`src/rtl/rtc_pkg.sv`:
```
// Shared definitions for the real-time clock core.
// Assumes a three-bit register address space.
package rtc_pkg;
    typedef enum logic [2:0] {
        RA_TIME_LO = 3'd0,
        RA_TIME_HI = 3'd1,
        RA_DAY     = 3'd2,
        RA_ALM_LO  = 3'd3,
        RA_ALM_HI  = 3'd4,
        RA_ALM_DAY = 3'd5,
        RA_STATUS  = 3'd6,
        RA_ENABLE  = 3'd7
    } rtc_addr_e;

    localparam int IRQ_ALARM  = 0;
    localparam int IRQ_UPDATE = 1;
    localparam int IRQ_NUM    = 2;
endpackage

```
`src/rtl/rtc_prescaler.sv`:
```
// Divides the sub-second enable down to a one-second tick.
// Assumes DIV >= 2. A clear has priority and suppresses the tick.
module rtc_prescaler #(
    parameter int DIV = 32768
) (
    input  logic clk_i,
    input  logic rst_n_i,
    input  logic sub_tick_i,
    input  logic clr_i,
    output logic tick_o
);
    localparam int CW = (DIV > 2) ? $clog2(DIV) : 1;
    localparam logic [CW-1:0] LAST = CW'(DIV - 1);

    logic [CW-1:0] cnt_q;

    // Tick when the last sub-second step arrives, unless being cleared.
    assign tick_o = sub_tick_i && !clr_i && (cnt_q == LAST);

    // Sub-second counter: cleared by reset or clear, wraps at DIV.
    always_ff @(posedge clk_i) begin
        if (!rst_n_i || clr_i) begin
            cnt_q <= '0;
        end else if (sub_tick_i) begin
            cnt_q <= (cnt_q == LAST) ? '0 : cnt_q + 1'b1;
        end
    end
endmodule

```
`src/rtl/rtc_timebase.sv`:
```
// Seconds-of-day and day counters with bus write access.
// Assumes the seconds field splits into LO_W low bits and the rest.
// A bus write to any time field takes priority over a coincident tick.
module rtc_timebase #(
    parameter int SOD_W     = 17,
    parameter int LO_W      = 8,
    parameter int DAY_W     = 15,
    parameter int SOD_LIMIT = 86400,
    parameter int DATA_W    = 16
) (
    input  logic              clk_i,
    input  logic              rst_n_i,
    input  logic              tick_i,
    input  logic              wr_lo_i,
    input  logic              wr_hi_i,
    input  logic              wr_day_i,
    input  logic [DATA_W-1:0] wdata_i,
    output logic [SOD_W-1:0]  sod_o,
    output logic [DAY_W-1:0]  day_o
);
    localparam int HI_W = SOD_W - LO_W;
    localparam logic [SOD_W-1:0] SOD_LAST = SOD_W'(SOD_LIMIT - 1);

    logic [SOD_W-1:0] sod_q;
    logic [DAY_W-1:0] day_q;
    logic             advance;
    logic             day_carry;
    logic [SOD_W-1:0] cand_lo;
    logic [SOD_W-1:0] cand_hi;

    // Limit a written seconds value to the last second of the day.
    function automatic logic [SOD_W-1:0] clamp_sod(input logic [SOD_W-1:0] v);
        return (v > SOD_LAST) ? SOD_LAST : v;
    endfunction

    // Candidate seconds values for a write to either half.
    always_comb begin
        cand_lo = {sod_q[SOD_W-1:LO_W], wdata_i[LO_W-1:0]};
        cand_hi = {wdata_i[HI_W-1:0], sod_q[LO_W-1:0]};
    end

    assign advance   = tick_i && !(wr_lo_i || wr_hi_i || wr_day_i);
    assign day_carry = advance && (sod_q == SOD_LAST);

    // Seconds register: write, else count with end-of-day wrap.
    always_ff @(posedge clk_i) begin
        if (!rst_n_i) begin
            sod_q <= '0;
        end else if (wr_lo_i) begin
            sod_q <= clamp_sod(cand_lo);
        end else if (wr_hi_i) begin
            sod_q <= clamp_sod(cand_hi);
        end else if (advance) begin
            sod_q <= (sod_q == SOD_LAST) ? '0 : sod_q + 1'b1;
        end
    end

    // Day register: write, else increment on the end-of-day carry.
    always_ff @(posedge clk_i) begin
        if (!rst_n_i) begin
            day_q <= '0;
        end else if (wr_day_i) begin
            day_q <= wdata_i[DAY_W-1:0];
        end else if (day_carry) begin
            day_q <= day_q + 1'b1;
        end
    end

    assign sod_o = sod_q;
    assign day_o = day_q;
endmodule

```
`src/rtl/rtc_irq_ctrl.sv`:
```
// Sticky interrupt status with write-one-to-clear and per-source enable.
// Assumes one set pulse per source; a set beats a clear in the same cycle.
module rtc_irq_ctrl #(
    parameter int N = 2
) (
    input  logic         clk_i,
    input  logic         rst_n_i,
    input  logic [N-1:0] set_i,
    input  logic         stat_wr_i,
    input  logic         en_wr_i,
    input  logic [N-1:0] wbits_i,
    output logic [N-1:0] stat_o,
    output logic [N-1:0] en_o,
    output logic         irq_o
);
    logic [N-1:0] stat_q;
    logic [N-1:0] en_q;
    logic [N-1:0] pend;

    for (genvar g = 0; g < N; g++) begin : g_src
        // One status bit: set by its event, cleared by a one written to it.
        always_ff @(posedge clk_i) begin
            if (!rst_n_i) begin
                stat_q[g] <= 1'b0;
            end else if (set_i[g]) begin
                stat_q[g] <= 1'b1;
            end else if (stat_wr_i && wbits_i[g]) begin
                stat_q[g] <= 1'b0;
            end
        end
        assign pend[g] = stat_q[g] & en_q[g];
    end

    // Enable bits: loaded by a bus write, all off after reset.
    always_ff @(posedge clk_i) begin
        if (!rst_n_i) begin
            en_q <= '0;
        end else if (en_wr_i) begin
            en_q <= wbits_i;
        end
    end

    assign stat_o = stat_q;
    assign en_o   = en_q;
    assign irq_o  = |pend;
endmodule

```
`src/rtl/tod_rtc_core.sv`:
```
// Top of the real-time clock core: register decode, alarm compare,
// read snapshot and read mux. Assumes single-cycle bus strobes and
// that rd_en_i is raised once per register read.
module tod_rtc_core #(
    parameter int PRESC_DIV = 32768,
    parameter int DATA_W    = 16,
    parameter int SOD_W     = 17,
    parameter int LO_W      = 8,
    parameter int DAY_W     = 15,
    parameter int SOD_LIMIT = 86400
) (
    input  logic              clk_i,
    input  logic              rst_n_i,
    input  logic              sub_tick_i,
    input  logic              wr_en_i,
    input  logic              rd_en_i,
    input  logic [2:0]        addr_i,
    input  logic [DATA_W-1:0] wdata_i,
    output logic [DATA_W-1:0] rdata_o,
    output logic              irq_o
);
    import rtc_pkg::*;

    localparam int HI_W = SOD_W - LO_W;

    rtc_addr_e            addr;
    logic                 wr_tlo, wr_thi, wr_day;
    logic                 wr_alo, wr_ahi, wr_aday;
    logic                 wr_stat, wr_en;
    logic                 sec_tick;
    logic [SOD_W-1:0]     sod;
    logic [DAY_W-1:0]     day;
    logic [SOD_W-1:0]     alm_sod_q;
    logic [DAY_W-1:0]     alm_day_q;
    logic [HI_W-1:0]      snap_hi_q;
    logic [DAY_W-1:0]     snap_day_q;
    logic                 alm_hit;
    logic                 hit_q;
    logic [IRQ_NUM-1:0]   irq_set;
    logic [IRQ_NUM-1:0]   stat;
    logic [IRQ_NUM-1:0]   en;

    assign addr = rtc_addr_e'(addr_i);

    // Write strobe decode, one per register.
    always_comb begin
        wr_tlo  = wr_en_i && (addr == RA_TIME_LO);
        wr_thi  = wr_en_i && (addr == RA_TIME_HI);
        wr_day  = wr_en_i && (addr == RA_DAY);
        wr_alo  = wr_en_i && (addr == RA_ALM_LO);
        wr_ahi  = wr_en_i && (addr == RA_ALM_HI);
        wr_aday = wr_en_i && (addr == RA_ALM_DAY);
        wr_stat = wr_en_i && (addr == RA_STATUS);
        wr_en   = wr_en_i && (addr == RA_ENABLE);
    end

    rtc_prescaler #(.DIV(PRESC_DIV)) u_presc (
        .clk_i      (clk_i),
        .rst_n_i    (rst_n_i),
        .sub_tick_i (sub_tick_i),
        .clr_i      (wr_tlo),
        .tick_o     (sec_tick)
    );

    rtc_timebase #(
        .SOD_W(SOD_W), .LO_W(LO_W), .DAY_W(DAY_W),
        .SOD_LIMIT(SOD_LIMIT), .DATA_W(DATA_W)
    ) u_time (
        .clk_i    (clk_i),
        .rst_n_i  (rst_n_i),
        .tick_i   (sec_tick),
        .wr_lo_i  (wr_tlo),
        .wr_hi_i  (wr_thi),
        .wr_day_i (wr_day),
        .wdata_i  (wdata_i),
        .sod_o    (sod),
        .day_o    (day)
    );

    // Alarm registers: each bus write loads its own field.
    always_ff @(posedge clk_i) begin
        if (!rst_n_i) begin
            alm_sod_q <= '0;
            alm_day_q <= '0;
        end else begin
            if (wr_alo)  alm_sod_q[LO_W-1:0]     <= wdata_i[LO_W-1:0];
            if (wr_ahi)  alm_sod_q[SOD_W-1:LO_W] <= wdata_i[HI_W-1:0];
            if (wr_aday) alm_day_q               <= wdata_i[DAY_W-1:0];
        end
    end

    assign alm_hit = (sod == alm_sod_q) && (day == alm_day_q);

    // Match history; starts high so the reset match does not fire.
    always_ff @(posedge clk_i) begin
        if (!rst_n_i) hit_q <= 1'b1;
        else          hit_q <= alm_hit;
    end

    always_comb begin
        irq_set             = '0;
        irq_set[IRQ_ALARM]  = alm_hit && !hit_q;
        irq_set[IRQ_UPDATE] = sec_tick;
    end

    rtc_irq_ctrl #(.N(IRQ_NUM)) u_irq (
        .clk_i     (clk_i),
        .rst_n_i   (rst_n_i),
        .set_i     (irq_set),
        .stat_wr_i (wr_stat),
        .en_wr_i   (wr_en),
        .wbits_i   (wdata_i[IRQ_NUM-1:0]),
        .stat_o    (stat),
        .en_o      (en),
        .irq_o     (irq_o)
    );

    // Snapshot of upper seconds and day, taken on a low-byte read.
    always_ff @(posedge clk_i) begin
        if (!rst_n_i) begin
            snap_hi_q  <= '0;
            snap_day_q <= '0;
        end else if (rd_en_i && (addr == RA_TIME_LO)) begin
            snap_hi_q  <= sod[SOD_W-1:LO_W];
            snap_day_q <= day;
        end
    end

    // Read data mux with zero-filled upper bits.
    always_comb begin
        rdata_o = '0;
        case (addr)
            RA_TIME_LO: rdata_o = DATA_W'(sod[LO_W-1:0]);
            RA_TIME_HI: rdata_o = DATA_W'(snap_hi_q);
            RA_DAY:     rdata_o = DATA_W'(snap_day_q);
            RA_ALM_LO:  rdata_o = DATA_W'(alm_sod_q[LO_W-1:0]);
            RA_ALM_HI:  rdata_o = DATA_W'(alm_sod_q[SOD_W-1:LO_W]);
            RA_ALM_DAY: rdata_o = DATA_W'(alm_day_q);
            RA_STATUS:  rdata_o = DATA_W'(stat);
            RA_ENABLE:  rdata_o = DATA_W'(en);
            default:    rdata_o = '0;
        endcase
    end
endmodule

```
`config.mk`:
```
export PLATFORM = sky130hd
export DESIGN_NAME = tod_rtc_core
export DESIGN_NICKNAME = d
export VERILOG_FILES = /design/src/rtl/rtc_pkg.sv /design/src/rtl/rtc_prescaler.sv /design/src/rtl/rtc_timebase.sv /design/src/rtl/rtc_irq_ctrl.sv /design/src/rtl/tod_rtc_core.sv
export SDC_FILE = /design/constraint.sdc
export NUM_CORES = 1
export LEC_CHECK = 0
export ABC_AREA = 1
export BUFFER_PORTS_ARGS = -buffer_cell sky130_fd_sc_hd__buf_2
export CORE_MARGIN = 4
export CORE_UTILIZATION = 29
export DETAILED_ROUTE_END_ITERATION = 10
export PLACE_DENSITY = 0.54
export SETUP_SLACK_MARGIN = 0.05
export SLEW_MARGIN = 5
export SYNTH_ARGS = -nofsm -noshare
export SYNTH_HDL_FRONTEND = slang
export SYNTH_SLANG_ARGS = --single-unit
```
`constraint.sdc`:
```
create_clock -name clk_i -period 2.7 [get_ports clk_i]
set_clock_uncertainty 0.2 [all_clocks]
set_input_delay 0.54 -clock clk_i [delete_from_list [all_inputs] [get_ports clk_i]]
set_output_delay 0.54 -clock clk_i [all_outputs]
set_load 0.02 [all_outputs]
```
==> out/summary.md <==
### GRT
* **first-pass GRT wire length** 31.8 mm
* **number of antenna violations at the first check in global routing** 1
* **via count of the first global-routing pass** 5660
* **maximum number of pins on one net before global-route repair** 48
* **global-route congestion overflow total** 0
* **Total GRT Usage** 16.9%

### Clock network
* **Sink Count** 108
* **Num CTS Buffers** 9
* **htree depth** 3
* **worst-case clock buffer depth** 2
* **Post-CTS Hold Buffers** 0
* **Clock Latency Late Sink** 0.37 ns
* **clock transition at the registers of the reported paths** 0.08 ns
* **count of cells resized by post-cts repair** 0
* **CTS Root Cell** sky130_fd_sc_hd__clkbuf_16
* **TritonCTS clock tree** done
* **number of buffers added for setup after CTS** 0

### Setup path
* **Top Family by Delay on Critical Path** buffers and inverters
* **cell chain of the critical path** buf_2 > inv_1 > nand2_1 > inv_1 > nand2_1 > o2111ai_1 > buf_2
* **required time of the critical path** 1.96 ns
* **Worst path max stage delay** 0.25 ns
* **worst-path maximum fanout** 6
* **slowest stage cell on the critical path** sky130_fd_sc_hd__nand2_1
* **endpoint type of the worst setup path** primary output
* **class of the most critical setup path** input port to primary output
* **number of buffer and inverter instances along the worst setup path** 4
* **launching element type of the critical path** input port
* **CP arrival** 1.74 ns

### Timing
* **shortest clock period the worst path allows after layout** 2.48 ns
* **slack of the critical path** 0.222 ns
* **worst-case hold slack** 0.249 ns
* **RSZ-0062 raised after global routing** no
* **count of final max-slew check failures** 0
* **Final period util** 91.8%
* **total setup violations reported at the end of the flow** 0
* **Relative slew margins** 67.0%
* **setup TNS** 0 ns
* **worst slew pin tran** 0.493 ns
* **maximum operating frequency** 403 MHz
* **number of hold violations in the final report** 0

### Yosys
* **top cell type by total area after synthesis** sky130_fd_sc_hd__dfxtp_1
* **multiplexer share of the synthesized area** 0%
* **post-synthesis area per instance** 6.75 um2
* **share of the synthesized area in the top cell type** 35.0%
* **Synth Area in XOR/XNOR** 7.09%
* **count of mapped cells out of synthesis** 914
* **EDFF count, synth** 0
* **largest cells by area after synthesis** sky130_fd_sc_hd__dfxtp_1, sky130_fd_sc_hd__nand2_1, sky130_fd_sc_hd__a21oi_1, sky130_fd_sc_hd__nand3_1, sky130_fd_sc_hd__inv_1
* **count of warnings emitted by yosys** 0
* **area share of fa/ha/maj cells after synthesis** 0.608%
* **most frequently used cell type in the post-synthesis netlist** sky130_fd_sc_hd__nand2_1
* **ranking of synthesized cells by instance count** sky130_fd_sc_hd__nand2_1, sky130_fd_sc_hd__dfxtp_1, sky130_fd_sc_hd__inv_1, sky130_fd_sc_hd__a21oi_1, sky130_fd_sc_hd__nand3_1
* **Synth Register Bits** 108
* **library cells used by synthesis** 48
* **Syn Std Cell Area** 6170 um2
* **nets in the synthesized netlist** 941
* **area share of and/or/nand/nor cells after synthesis** 27.7%
* **combinational family with the most area after synthesis** simple AND/OR/NAND/NOR gates
* **share of flip-flops with an asynchronous set or reset** 0%
* **most common flop cell mapped by yosys** sky130_fd_sc_hd__dfxtp_1
* **fraction of the mapped netlist area in compound gates** 19.3%
* **part of the Yosys area used for sequential elements** 35.0%

### Die
* **Die Ht** 154 um
* **die width** 154 um
* **Die Footprint** 23700 um2
* **Core Rows** 53
* **top-level I/O count** 41
* **initial core utilization** 29.5%
* **placeable core region** 21000 um2

### Drt
* **DR DRC count** 0
* **Antenna Nets Post-Route** 0
* **total iterations of the first detailed-routing run** 5
* **routed length per placed instance** 16.4 um
* **total wire length after detailed routing** 20.1 mm
* **average vias per placed instance** 4.99
* **violation count after the first detailed-route iteration** 593
* **total number of vias** 6124

### Cells and area
* **area grow syn2layout** 14.4%
* **Filler cells** 2366
* **final core area utilization** 33.7%
* **fraction of layout instances using a drive strength above 1** 12.1%
* **post-layout net count** 974

### Power
* **power per cell area** 487 nW/um2
* **total design power** 3440 uW
* **worst vdd rail ir drop** 0.234 mV
* **static leakage** 0.00269 uW

### Worst hold path
* **Tightest Hold Check Type** flip-flop to flip-flop

### Outcome
* **outcome** completed

### Placement
* **Placer Congestion** 0.888
* **estimated wirelength of the detail-placed design** 14.8 mm
* **# port buffers** 38
* **pre-CTS worst setup slack** 0.126 ns

### Job
* **Max Cap Viol** 0

per-stage QoR:
| stage | instance area [um2] | instances |
|---|---|---|
| CTS | 7060 | 1227 |
| finish | 7060 | 1228 |
| global placement | 6760 | 1211 |
| detailed placement | 6760 | 1211 |
| global route | 7060 | 1227 |
| floorplan | 6170 | 914 |
worst min-delay path, cell delays in order (launching register included):
cell and delay, ns:
sky130_fd_sc_hd__dfxtp_1 0.32, sky130_fd_sc_hd__inv_1 0.05, sky130_fd_sc_hd__a21oi_1 0.05
area by class of cell:
class | instances | area (um2) | area share, %
multi-input combinational | 652 | 3380 | 47.9
tap | 275 | 344 | 4.87
clock inverter | 6 | 60.1 | 0.850
antenna | 1 | 2.50 | 0.0354
clock buffer | 10 | 239 | 3.38
sequential | 108 | 2160 | 30.6
inverter | 105 | 399 | 5.65
timing repair buffer | 71 | 475 | 6.73
final timing paths:
kind	start	to	slack (ns)	cells past startpoint
setup / recovery	addr_i[2]	rdata_o[2]	0.22	7
hold / removal	u_presc.cnt_q[13]	u_presc.cnt_q[13]	0.25	2
setup reg to reg	u_presc.cnt_q[0]	u_time.day_o[3]	0.32	11
hold reg to reg	u_presc.cnt_q[13]	u_presc.cnt_q[13]	0.25	2
power by group:
part	internal, uW	total (uW)	switching [uW]
clock network	681	1370	686
registers	1630	1670	40.4
logic	137	400	262
total	2450	3440	989
sequential cells by signal (all words and copies together) (netlist names), 9 cells and up:
register	flops
alm_day_q	15
alm_sod_q	17
u_time.day_o	15
snap_day_q	15
u_presc.cnt_q	15
snap_hi_q	9
u_time.sod_o	17
logic make-up (layout without fill, tap and decap cells):
kind of cell / Yosys count / in the layout
compound gates: 215 / 215
xor+xnor: 50 / 50
fa+ha+maj: 3 / 3
buf+inv: 154 / 192
flops: 108 / 108
other cells: 1 / 2
simple gates: 383 / 383
routing by layer:
layer | wire, um | vias to the layer above | GRT usage (%)
met2 | 8900 | 185 | 25.8
met1 | 9490 | 2806 | 24.4
met5 | 7 | - | 0
met3 | 1220 | 35 | 2.25
met4 | 501 | 2 | 6.18
li1 | - | 3096 | -
cells in the final DEF (no fill, tap or decap), types with 4 or more instances in the layout:
master | Yosys | layout
sky130_fd_sc_hd__nand2_1 | 188 | 188
sky130_fd_sc_hd__dfxtp_1 | 108 | 108
sky130_fd_sc_hd__inv_1 | 100 | 100
sky130_fd_sc_hd__a21oi_1 | 98 | 98
sky130_fd_sc_hd__nand3_1 | 78 | 78
sky130_fd_sc_hd__nor2_1 | 74 | 73
sky130_fd_sc_hd__o21ai_0 | 62 | 62
sky130_fd_sc_hd__buf_2 | 16 | 38
sky130_fd_sc_hd__buf_4 | 3 | 30
sky130_fd_sc_hd__xnor2_1 | 29 | 29
sky130_fd_sc_hd__xor2_1 | 21 | 21
sky130_fd_sc_hd__o22ai_1 | 18 | 18
sky130_fd_sc_hd__nand4_1 | 13 | 13
sky130_fd_sc_hd__clkbuf_16 | 0 | 9
sky130_fd_sc_hd__a31oi_1 | 8 | 8
sky130_fd_sc_hd__nor3_1 | 6 | 6
sky130_fd_sc_hd__o2111ai_1 | 6 | 6
sky130_fd_sc_hd__a22oi_1 | 6 | 6
sky130_fd_sc_hd__nand3_2 | 4 | 4
sky130_fd_sc_hd__inv_2 | 3 | 4
sky130_fd_sc_hd__o211ai_1 | 4 | 4
Power figures use the tool's default switching activity.
